### config.mk
export PLATFORM = sky130hd
export DESIGN_NAME = seg_buf_mgr
export DESIGN_NICKNAME = d
export VERILOG_FILES = /design/src/rtl/sbm_pkg.sv /design/src/rtl/sbm_free_fifo.sv /design/src/rtl/sbm_alloc_map.sv /design/src/rtl/sbm_ctrl.sv /design/src/rtl/seg_buf_mgr.sv
export SDC_FILE = /design/constraint.sdc
export NUM_CORES = 1
export LEC_CHECK = 0
export BUFFER_PORTS_ARGS = -buffer_cell sky130_fd_sc_hd__buf_4
export CAP_MARGIN = 25
export CORE_MARGIN = 2
export CORE_UTILIZATION = 59
export DETAILED_ROUTE_END_ITERATION = 8
export PLACE_DENSITY = 0.85
export SLEW_MARGIN = 20
export SYNTH_ARGS = -nofsm -noshare
export SYNTH_HDL_FRONTEND = slang
export SYNTH_SLANG_ARGS = --single-unit
### constraint.sdc
create_clock -name clk -period 8.1 [get_ports clk]
set_clock_uncertainty 0.15 [all_clocks]
set_input_delay 0.405 -clock clk [delete_from_list [all_inputs] [get_ports clk]]
set_output_delay 0.405 -clock clk [all_outputs]
set_load 0.03 [all_outputs]
### src/rtl/sbm_pkg.sv
`timescale 1ns/1ps
package sbm_pkg;
  // Request word layout; fixed by the message format
  localparam int unsigned OP_LO   = 0;
  localparam int unsigned OP_HI   = 1;
  localparam int unsigned NODE_LO = 2;
  localparam int unsigned NODE_HI = 9;
  localparam int unsigned SIDX_LO = 16;
  localparam int unsigned SIDX_HI = 31;
  localparam int unsigned NODE_W  = NODE_HI - NODE_LO + 1;
  localparam int unsigned SIDX_W  = SIDX_HI - SIDX_LO + 1;
  localparam int unsigned WORD_W  = 32;

  localparam logic [1:0] OP_ALLOC   = 2'b01;
  localparam logic [1:0] OP_RELEASE = 2'b10;

  typedef enum logic [1:0] {
    ST_IDLE  = 2'd0,
    ST_WRITE = 2'd1,
    ST_REPLY = 2'd2
  } sbm_state_e;
endpackage

### src/rtl/sbm_free_fifo.sv
`timescale 1ns/1ps
module sbm_free_fifo #(
  parameter int unsigned NUM_SEG = 16,
  parameter int unsigned IDX_W   = $clog2(NUM_SEG)
) (
  input  logic             clk,
  input  logic             rst_n,
  input  logic             push,
  input  logic [IDX_W-1:0] push_idx,
  input  logic             pop,
  output logic [IDX_W-1:0] head_idx,
  output logic             empty,
  output logic [IDX_W:0]   count
);
  localparam logic [IDX_W-1:0] LAST = IDX_W'(NUM_SEG - 1);
  localparam logic [IDX_W:0]   FULL = (IDX_W+1)'(NUM_SEG);

  logic [IDX_W-1:0] slot_q [NUM_SEG];
  logic [IDX_W-1:0] rd_q, rd_d, wr_q, wr_d;
  logic [IDX_W:0]   cnt_q, cnt_d;

  function automatic logic [IDX_W-1:0] bump(input logic [IDX_W-1:0] p);
    return (p == LAST) ? '0 : p + 1'b1;
  endfunction

  always_comb begin
    rd_d  = pop  ? bump(rd_q) : rd_q;
    wr_d  = push ? bump(wr_q) : wr_q;
    cnt_d = cnt_q + (push ? 1'b1 : 1'b0) - (pop ? 1'b1 : 1'b0);
  end

  always_ff @(posedge clk or negedge rst_n) begin
    if (!rst_n) begin
      rd_q  <= '0;
      wr_q  <= '0;
      cnt_q <= FULL;
    end else if (push || pop) begin
      rd_q  <= rd_d;
      wr_q  <= wr_d;
      cnt_q <= cnt_d;
    end
  end

  // Each slot resets to its own index, so the list starts full
  for (genvar g = 0; g < NUM_SEG; g++) begin : g_slot
    always_ff @(posedge clk or negedge rst_n) begin
      if (!rst_n) begin
        slot_q[g] <= IDX_W'(g);
      end else if (push && (wr_q == IDX_W'(g))) begin
        slot_q[g] <= push_idx;
      end
    end
  end

  assign head_idx = slot_q[rd_q];
  assign empty    = (cnt_q == '0);
  assign count    = cnt_q;

  p_no_overflow_r7: assert property (@(posedge clk) disable iff (!rst_n)
    push |-> (cnt_q < FULL));
  p_no_underflow_r3: assert property (@(posedge clk) disable iff (!rst_n)
    pop |-> (cnt_q != '0));
endmodule

### src/rtl/sbm_alloc_map.sv
`timescale 1ns/1ps
module sbm_alloc_map #(
  parameter int unsigned NUM_SEG = 16,
  parameter int unsigned IDX_W   = $clog2(NUM_SEG)
) (
  input  logic               clk,
  input  logic               rst_n,
  input  logic               set,
  input  logic [IDX_W-1:0]   set_idx,
  input  logic               clr,
  input  logic [IDX_W-1:0]   clr_idx,
  output logic [NUM_SEG-1:0] in_use
);
  logic [NUM_SEG-1:0] use_q;

  for (genvar g = 0; g < NUM_SEG; g++) begin : g_bit
    logic hit_set, hit_clr;
    assign hit_set = set && (set_idx == IDX_W'(g));
    assign hit_clr = clr && (clr_idx == IDX_W'(g));
    always_ff @(posedge clk or negedge rst_n) begin
      if (!rst_n) begin
        use_q[g] <= 1'b0;
      end else if (hit_set || hit_clr) begin
        use_q[g] <= hit_set;
      end
    end
  end

  assign in_use = use_q;

  p_set_only_free_r3: assert property (@(posedge clk) disable iff (!rst_n)
    set |-> !use_q[set_idx]);
  p_clr_only_used_r7: assert property (@(posedge clk) disable iff (!rst_n)
    clr |-> use_q[clr_idx]);
endmodule

### src/rtl/sbm_ctrl.sv
`timescale 1ns/1ps
module sbm_ctrl
  import sbm_pkg::*;
#(
  parameter int unsigned NUM_SEG   = 16,
  parameter int unsigned IDX_W     = $clog2(NUM_SEG),
  parameter int unsigned SEG_BYTES = 256,
  parameter int unsigned ADDR_W    = 32,
  parameter logic [ADDR_W-1:0] BASE_ADDR = '0
) (
  input  logic               clk,
  input  logic               rst_n,
  input  logic               req_valid,
  output logic               req_ready,
  input  logic [WORD_W-1:0]  req_data,
  output logic               mem_wvalid,
  input  logic               mem_wready,
  output logic [ADDR_W-1:0]  mem_waddr,
  output logic [WORD_W-1:0]  mem_wdata,
  output logic               rsp_valid,
  input  logic               rsp_ready,
  output logic [NODE_W-1:0]  rsp_node,
  output logic               rsp_fail,
  output logic [ADDR_W-1:0]  rsp_addr,
  output logic               rel_err,
  input  logic               fifo_empty,
  input  logic [IDX_W-1:0]   fifo_head,
  input  logic [NUM_SEG-1:0] in_use,
  output logic               pop,
  output logic               push,
  output logic [IDX_W-1:0]   push_idx
);
  sbm_state_e        state_q, state_d;
  logic [NODE_W-1:0] node_q;
  logic [IDX_W-1:0]  idx_q;
  logic              fail_q;
  logic              err_q, err_d;
  logic              acc, is_alloc, is_rel, load, rel_ok, in_range;
  logic [SIDX_W-1:0] sidx;
  logic [ADDR_W-1:0] seg_addr;
  logic              unused_fmt;

  assign unused_fmt = ^req_data[SIDX_LO-1:NODE_HI+1];

  assign req_ready = (state_q == ST_IDLE);
  assign acc       = req_valid && req_ready;
  assign is_alloc  = (req_data[OP_HI:OP_LO] == OP_ALLOC);
  assign is_rel    = (req_data[OP_HI:OP_LO] == OP_RELEASE);
  assign sidx      = req_data[SIDX_HI:SIDX_LO];
  assign in_range  = (sidx < SIDX_W'(NUM_SEG));
  assign rel_ok    = in_range && in_use[sidx[IDX_W-1:0]];
  assign load      = acc && is_alloc;

  assign pop      = load && !fifo_empty;
  assign push     = acc && is_rel && rel_ok;
  assign push_idx = sidx[IDX_W-1:0];
  assign err_d    = acc && is_rel && !rel_ok;

  always_comb begin
    state_d = state_q;
    unique case (state_q)
      ST_IDLE:  if (load)       state_d = fifo_empty ? ST_REPLY : ST_WRITE;
      ST_WRITE: if (mem_wready) state_d = ST_REPLY;
      ST_REPLY: if (rsp_ready)  state_d = ST_IDLE;
      default:                  state_d = ST_IDLE;
    endcase
  end

  always_ff @(posedge clk or negedge rst_n) begin
    if (!rst_n) begin
      state_q <= ST_IDLE;
      err_q   <= 1'b0;
    end else begin
      state_q <= state_d;
      err_q   <= err_d;
    end
  end

  always_ff @(posedge clk or negedge rst_n) begin
    if (!rst_n) begin
      node_q <= '0;
      idx_q  <= '0;
      fail_q <= 1'b0;
    end else if (load) begin
      node_q <= req_data[NODE_HI:NODE_LO];
      idx_q  <= fifo_head;
      fail_q <= fifo_empty;
    end
  end

  assign seg_addr   = BASE_ADDR + ADDR_W'(idx_q) * ADDR_W'(SEG_BYTES);
  assign mem_wvalid = (state_q == ST_WRITE);
  assign mem_waddr  = seg_addr;
  assign mem_wdata  = {node_q, 8'h00, SIDX_W'(idx_q)};
  assign rsp_valid  = (state_q == ST_REPLY);
  assign rsp_node   = node_q;
  assign rsp_fail   = fail_q;
  assign rsp_addr   = fail_q ? '0 : seg_addr;
  assign rel_err    = err_q;

  p_wr_hold_r4: assert property (@(posedge clk) disable iff (!rst_n)
    (mem_wvalid && !mem_wready) |=> (mem_wvalid && $stable(mem_waddr) && $stable(mem_wdata)));
  p_rsp_hold_r5: assert property (@(posedge clk) disable iff (!rst_n)
    (rsp_valid && !rsp_ready) |=> (rsp_valid && $stable(rsp_addr) && $stable(rsp_node)));
  p_reply_after_write_r5: assert property (@(posedge clk) disable iff (!rst_n)
    ($rose(rsp_valid) && !rsp_fail) |-> $past(mem_wvalid && mem_wready));
  p_busy_r10: assert property (@(posedge clk) disable iff (!rst_n)
    (rsp_valid || mem_wvalid) |-> !req_ready);
endmodule

### src/rtl/seg_buf_mgr.sv
`timescale 1ns/1ps
module seg_buf_mgr
  import sbm_pkg::*;
#(
  parameter int unsigned NUM_SEG   = 16,
  parameter int unsigned SEG_BYTES = 256,
  parameter int unsigned ADDR_W    = 32,
  parameter logic [ADDR_W-1:0] BASE_ADDR = 32'h0001_0000
) (
  input  logic              clk,
  input  logic              rst_n,
  input  logic              req_valid,
  output logic              req_ready,
  input  logic [31:0]       req_data,
  output logic              mem_wvalid,
  input  logic              mem_wready,
  output logic [ADDR_W-1:0] mem_waddr,
  output logic [31:0]       mem_wdata,
  output logic              rsp_valid,
  input  logic              rsp_ready,
  output logic [7:0]        rsp_node,
  output logic              rsp_fail,
  output logic [ADDR_W-1:0] rsp_addr,
  output logic              rel_err
);
  localparam int unsigned IDX_W = $clog2(NUM_SEG);

  logic               pop, push, fifo_empty;
  logic [IDX_W-1:0]   push_idx, fifo_head;
  logic [IDX_W:0]     free_cnt;
  logic [NUM_SEG-1:0] in_use;

  sbm_free_fifo #(.NUM_SEG(NUM_SEG), .IDX_W(IDX_W)) u_free (
    .clk(clk), .rst_n(rst_n), .push(push), .push_idx(push_idx), .pop(pop),
    .head_idx(fifo_head), .empty(fifo_empty), .count(free_cnt)
  );

  sbm_alloc_map #(.NUM_SEG(NUM_SEG), .IDX_W(IDX_W)) u_map (
    .clk(clk), .rst_n(rst_n), .set(pop), .set_idx(fifo_head),
    .clr(push), .clr_idx(push_idx), .in_use(in_use)
  );

  sbm_ctrl #(
    .NUM_SEG(NUM_SEG), .IDX_W(IDX_W), .SEG_BYTES(SEG_BYTES),
    .ADDR_W(ADDR_W), .BASE_ADDR(BASE_ADDR)
  ) u_ctrl (
    .clk(clk), .rst_n(rst_n),
    .req_valid(req_valid), .req_ready(req_ready), .req_data(req_data),
    .mem_wvalid(mem_wvalid), .mem_wready(mem_wready),
    .mem_waddr(mem_waddr), .mem_wdata(mem_wdata),
    .rsp_valid(rsp_valid), .rsp_ready(rsp_ready), .rsp_node(rsp_node),
    .rsp_fail(rsp_fail), .rsp_addr(rsp_addr), .rel_err(rel_err),
    .fifo_empty(fifo_empty), .fifo_head(fifo_head), .in_use(in_use),
    .pop(pop), .push(push), .push_idx(push_idx)
  );

  p_conserve_r3: assert property (@(posedge clk) disable iff (!rst_n)
    ($countones(in_use) + int'(free_cnt)) == NUM_SEG);
  p_fail_only_empty_r6: assert property (@(posedge clk) disable iff (!rst_n)
    $rose(rsp_valid) && rsp_fail |-> free_cnt == '0);
endmodule

* Yosys cells after proc, flatten, opt, wreduce, memory -nomap -nowiden *
Cells that the tools add are included.
W data, S select, Z words.

cells by class
  reduce and logical (&&, ||, !) cells = 82
  equal/unequal tests = 53
  multiplexer cells = 15
  bitwise logic cells = 1
  add/sub/neg operators = 5
  order comparisons = 3

operators with widths
  operator                  count
  $eq A4 B4 Y1 const B      25
  $logic_and A1 B1 Y1       55
  $eq A4 B3 Y1 const B      12
  $mux W32                  1
  $eq A4 B2 Y1 const B      6
  $add A17 B12 Y18 const A  1
  $logic_or A1 B1 Y1        17
  $bmux W4 S4               1
  $lt A16 B5 Y1 const B     1
  $mux W4                   4
  $eq A4 B1 Y1 const B      3
  $logic_not A4 Y1          3
  $add A4 B1 Y4 const B     2
  $mux W2                   4
  $pmux W2 S3               1
  $add A5 B5 Y5             1
  $ge A5 B5 Y1 const B      1
  $logic_not A5 Y1          1
  $lt A4 B5 Y1 const B      1
  $not A4 Y5                1
  $sub A5 B5 Y5             1
  $bmux W1 S4               1
  $eq A2 B1 Y1 const B      2
  $eq A2 B2 Y1 const B      2
  7 further kinds           12

word-level totals
  register bits = 109
  input port bits = 37
  output and inout bits = 109

* Longest topological paths before layout *
  depth after elaboration = 7
  gate-level depth with buffers = 15

* Modules after synthesis *
Synthesis repeated with hierarchy kept, for this count alone.

unflattened totals
  cell total of the unflattened synthesis = 525
  area total of the unflattened synthesis = 6110.9 sq um

by module, submodules not included
  module         times used  cells an instance  seq. area each (sq um)  area each (sq um)
  sbm_free_fifo  1           296                1968.1                  3871.2
  sbm_ctrl       1           162                400.4                   1546.5
  sbm_alloc_map  1           67                 400.4                   693.2

* Worst setup path after synthesis *
Ideal clock, no wire load.

  path kind = reg2reg
  start point = register u_ctrl.state_q[1]
  end point = register u_free.cnt_q[4], in the netlist u_free.count[4]
  buffers on the path = 1
  arrival = 3.226 ns
  slack = 4.650 ns
  required time = 7.875 ns
  stages on the path, launching flop included = 15
  path through = dfrtp_1 > or3b_4 > or3b_4 > a2111oi_4 > buf_6 > inv_1 > ha_1 > ha_1 > inv_1 > fa_1 > nand2b_1 > a21oi_1 > o21ai_0 > a21oi_1 > xor2_1

on the way
  cells in the longest elaborated chain, start to end = 7

RTL lines
  what                              RTL line             text
  from (decl)                       sbm_ctrl.sv:33       sbm_state_e state_q, state_d;
  from (signal assigned)            sbm_ctrl.sv:74       state_q <= state_d;
  $logic_not A2 Y1 (*)              sbm_ctrl.sv:45       assign req_ready = (state_q == ST_IDLE);
  $logic_and A1 B1 Y1 (*)           sbm_ctrl.sv:46       assign acc = req_valid && req_ready;
  $logic_and A1 B1 Y1 (2 in a row)  sbm_ctrl.sv:55       assign push = acc && is_rel && rel_ok;
  $mux W1                           sbm_free_fifo.sv:29  cnt_d = cnt_q + (push ? 1'b1 : 1'b0) - (pop ? 1'b1 : 1'b0);
  $add A5 B5 Y5                     sbm_free_fifo.sv:29
  $sub A5 B5 Y5                     sbm_free_fifo.sv:29
  to (signal assigned)              sbm_free_fifo.sv:40  cnt_q <= cnt_d;
  to (decl)                         sbm_free_fifo.sv:20  logic [IDX_W:0] cnt_q, cnt_d;

Mark *: on every way between the ends. The rest lies on a longest branch, timed or not.
A chain may end at the register's enable or synchronous reset.

* Final worst setup path *
Ends and elaborated chain as after synthesis.

==> impl_metrics.yaml <==
outcome:
  status: "finished clean"
critical_path:
  critPathKind: "flop to flop"
  r2r_setup_slack_ps: 4100
  critPathCapture: "u_free.count[4]$_DFFE_PN1N_"
  critPathTopFamily: "simple AND/OR/NAND/NOR gates"
  cp_cell_sequence: "or3b_4 -> or3b_4 -> a2111oi_4 -> buf_4 -> inv_1 -> ha_1 -> ha_1 -> inv_1 -> fa_1 -> nand2b_1 -> a21oi_1 -> o21ai_0 -> a21oi_1 -> xor2_1"
  r2r-start: "u_ctrl.state_q[1]$_DFFE_PN0P_"
  cpMaxStageDelayCell: "dfrtp_1"
  worstReg2RegEnd: "u_free.count[4]$_DFFE_PN1N_"
  end_kind: "flop"
  cp.depth: 14
  critPathLaunchType: "flop"
  cp_max_fo: 20
  crit_buf_inv: 3
  cp_data_arrival_time_ps: 4170
  cpPeakStageDelay_ps: 440
  worst_r2r_path_depth: 14
  critical_path_required_ps: 8270
  startpoint: "u_ctrl.state_q[1]$_DFFE_PN0P_"
global_route:
  grtUsageMet2_pct: 38.0
  grt_max_degree: 90
  grt_usage_pct: 22.5
  grt_pass1_wl_mm: 20.2
  grt_most_used_layer: "met2"
  met3_usage_pct: 4.58
  first_global_vias: 4009
  antenna_found_initial: 0
  grt_overflow_total: 0
  globalRouteMet1Util_pct: 28.5
place:
  dp.final_hpwl_mm: 8.88
  dp_slack_ps: 4070
  numPortBuffers: 64
  globalplace.congestion: 0.892
finish:
  area_growth_pct: 5.72
  fill_cells: 778
  multi_input_comb_area_um2: 3060
  drive_gt1_share_pct: 39.8
  diodes: 0
  final_nets: 605
  register_area_um2: 2770
drt:
  drcViolationCount: 0
  route.vias.total: 3994
  vias_per_cell: 5.71
  wl_per_cell_um: 18.0
  drtPass1Iterations: 5
  first_iter_violations: 234
  final_antenna_net_count: 0
  wirelength_mm: 12.6
logic_synthesis:
  ys.flop_type: "dfrtp_1"
  synth_edf_count: 0
  synth.area.top_cells: "dfrtp_1 30%, dfstp_2 13%, buf_4 11%"
  yosys_warnings: 0
  yosysMostFrequentCell: "buf_4"
  synth_top_area_share_pct: 29.6
  avgSynthCellArea_um2: 12.4
  postSynthCellCount: 519
  ys_seq_elements: 109
  synth_common_cells: "90 x buf_4, 76 x dfrtp_1, 53 x mux2_2"
  yosysSeqAreaShare_pct: 43.1
  syn_area_um2: 6430
  yosys.area.top_type: "dfrtp_1"
  synth.distinct_cells: 51
  synth-async-reset-ratio_pct: 100
sta:
  max_freq_mhz: 250
  final-max-slew-violation-count: 0
  worst_pin_slew_ps: 999
  min_period_ps: 4000
  slew_headroom_pct: 33.4
  hold_viol_final: 0
  worst_slack_ps: 4100
  fin_crit_sh_pct: 49.3
  final-setup-viol-count: 0
  tns_ps: 0
  rsz0062_at_grt: "false"
floorplanning:
  coreArea_um2: 10700
  die_h_um: 108
  io_pins: 146
  initial_utilization_pct: 59.8
  chipWidth_um: 108
  num_rows: 38
  die-area_um2: 11700
clock_tree:
  cts_buffers: 9
  cts_setup_buffers: 0
  cts_max_level: 3
  insertion_delay_ps: 390
  ctsLongestPathBuffers: 2
  clk_pin_slew_ps: 100
  cts-resized-gates: 0
  cts.sinks: 109
  cts_tree: "done"
  cts_root_buf: "clkbuf_8"
pwr:
  p_leak_nw: 3.33
  vdd_ir_drop_max_mv: 0.179
  pwr_density_cell_nw_per_um2: 225
job:
  drv_cap: 0
hold_path:
  hp-class: "primary input to flop"
## kinds of logic after synthesis
family / count (synthesis) / synth area share [%]
AO/OA/AOI/OAI: 65 / 7.40
XOR/XNOR: 5 / 0.681
adder cells (fa/ha/maj): 13 / 2.65
buffers and inverters: 134 / 13.5
flip-flops: 109 / 43.1
multiplexers: 102 / 21.5
other: 2 / 0.117
AND/OR/NAND/NOR: 89 / 11.0
## state kept, by name, summed over array words and instances, names as in the netlist
signal and cells:
u_free.slot_q 64, u_ctrl.rsp_node 8, u_free.wr_q 4, u_free.rd_q 4
u_map.in_use 16, u_ctrl.rsp_fail 1, u_ctrl.idx_q 4, u_ctrl.state_q 2
u_free.count 5, u_ctrl.rel_err 1
## worst register-to-register path, stage by stage, from the launching register on
cell	delay [ps]
dfrtp_1	440
or3b_4	430
or3b_4	420
a2111oi_4	210
buf_4	430
inv_1	140
ha_1	300
ha_1	160
inv_1	60
fa_1	400
nand2b_1	160
a21oi_1	190
o21ai_0	120
a21oi_1	170
xor2_1	160
## placed cells by master, fill, tap and decap left out, types with 4 or more instances in the layout
cell      Yosys  final
nor2_1        8      8
ha_1         12     12
nand2_1      23     23
dfstp_2      33     33
or3_1         4      4
a21oi_1       6      6
nand4_4       7      7
nand2b_1      5      5
buf_4        90     66
a22oi_1       5      5
and4b_4       4      4
clkbuf_8      0      9
mux2_2       53     53
mux2i_1       9      9
mux4_2       15     15
nor2b_1       9      9
o21ai_0      14     14
o41ai_1       9      9
nor4_1        4      4
mux2_4       16     16
inv_1        18     18
nand3_1       5      5
dfrtp_1      76     76
o31ai_1      20     20
conb_1        2     75
a221oi_1      4      4
mux2_1        7      7
nand4b_4      4      4
## report_power, final
part / internal, W / switching (W) / total (W)
Sequential: 0.000595 / 0.0000649 / 0.000660
Clock: 0.000147 / 0.000195 / 0.000342
Combinational: 0.000187 / 0.000337 / 0.000525
Total: 0.000930 / 0.000597 / 0.00153
## layout make-up
class                   instances  area share [%]
clock buffers                   9            1.82
clock inverters                 7            1.18
inverters                      18           0.994
multi-input cells             349            45.1
flip-flops and latches        109            40.7
well taps                     140            2.58
repair buffers                 68            7.60
## worst min path at each step
| stage | startpoint | to | slack (ps) | depth (start not counted) |
|---|---|---|---|---|
| after floorplan | rst_n | u_ctrl.idx_q[0]$_DFFE_PN0N_ | -40 | 0 |
| after global placement | rst_n | u_free.count[0]$_DFFE_PN0N_ | 150 | 1 |
| after detailed placement | rst_n | u_free.count[0]$_DFFE_PN0N_ | 150 | 1 |
| after CTS | mem_wready | u_ctrl.state_q[0]$_DFFE_PN0P_ | 60 | 2 |
| after global routing | mem_wready | u_ctrl.state_q[0]$_DFFE_PN0P_ | 80 | 2 |
| final | mem_wready | u_ctrl.state_q[0]$_DFFE_PN0P_ | 80 | 2 |
## routing by layer
layer | up-vias | wire, um | part of all wire (%)
met1 | 2032 | 5070 | 40
met2 | 168 | 6440 | 51
met3 | 17 | 848 | 6.7
met4 | 0 | 225 | 1.8
met5 | - | 0 | 0
li1 | 1777 | - | -
## timing repair
item,CTS,global route
hold endpoints to repair,20,0
hold buffers,1,0
endpoints found under the setup margin,0,0
## per-stage QoR
step / utilization, % / cell area [um^2] / instances / power, W / hold slack (ps)
floorplan: - / 6700 / 592 / 0.00109 / -40.6
global placement: 61.2 / 6580 / 683 / 0.00117 / 149
detailed placement: 61.2 / 6580 / 683 / 0.00119 / 153
CTS: 63.2 / 6790 / 700 / 0.00153 / 64.1
global route: 63.3 / 6800 / 700 / 0.00161 / 75.9
finish: 63.3 / 6800 / 700 / 0.00153 / 76.2
Power figures use the tool's default switching activity.
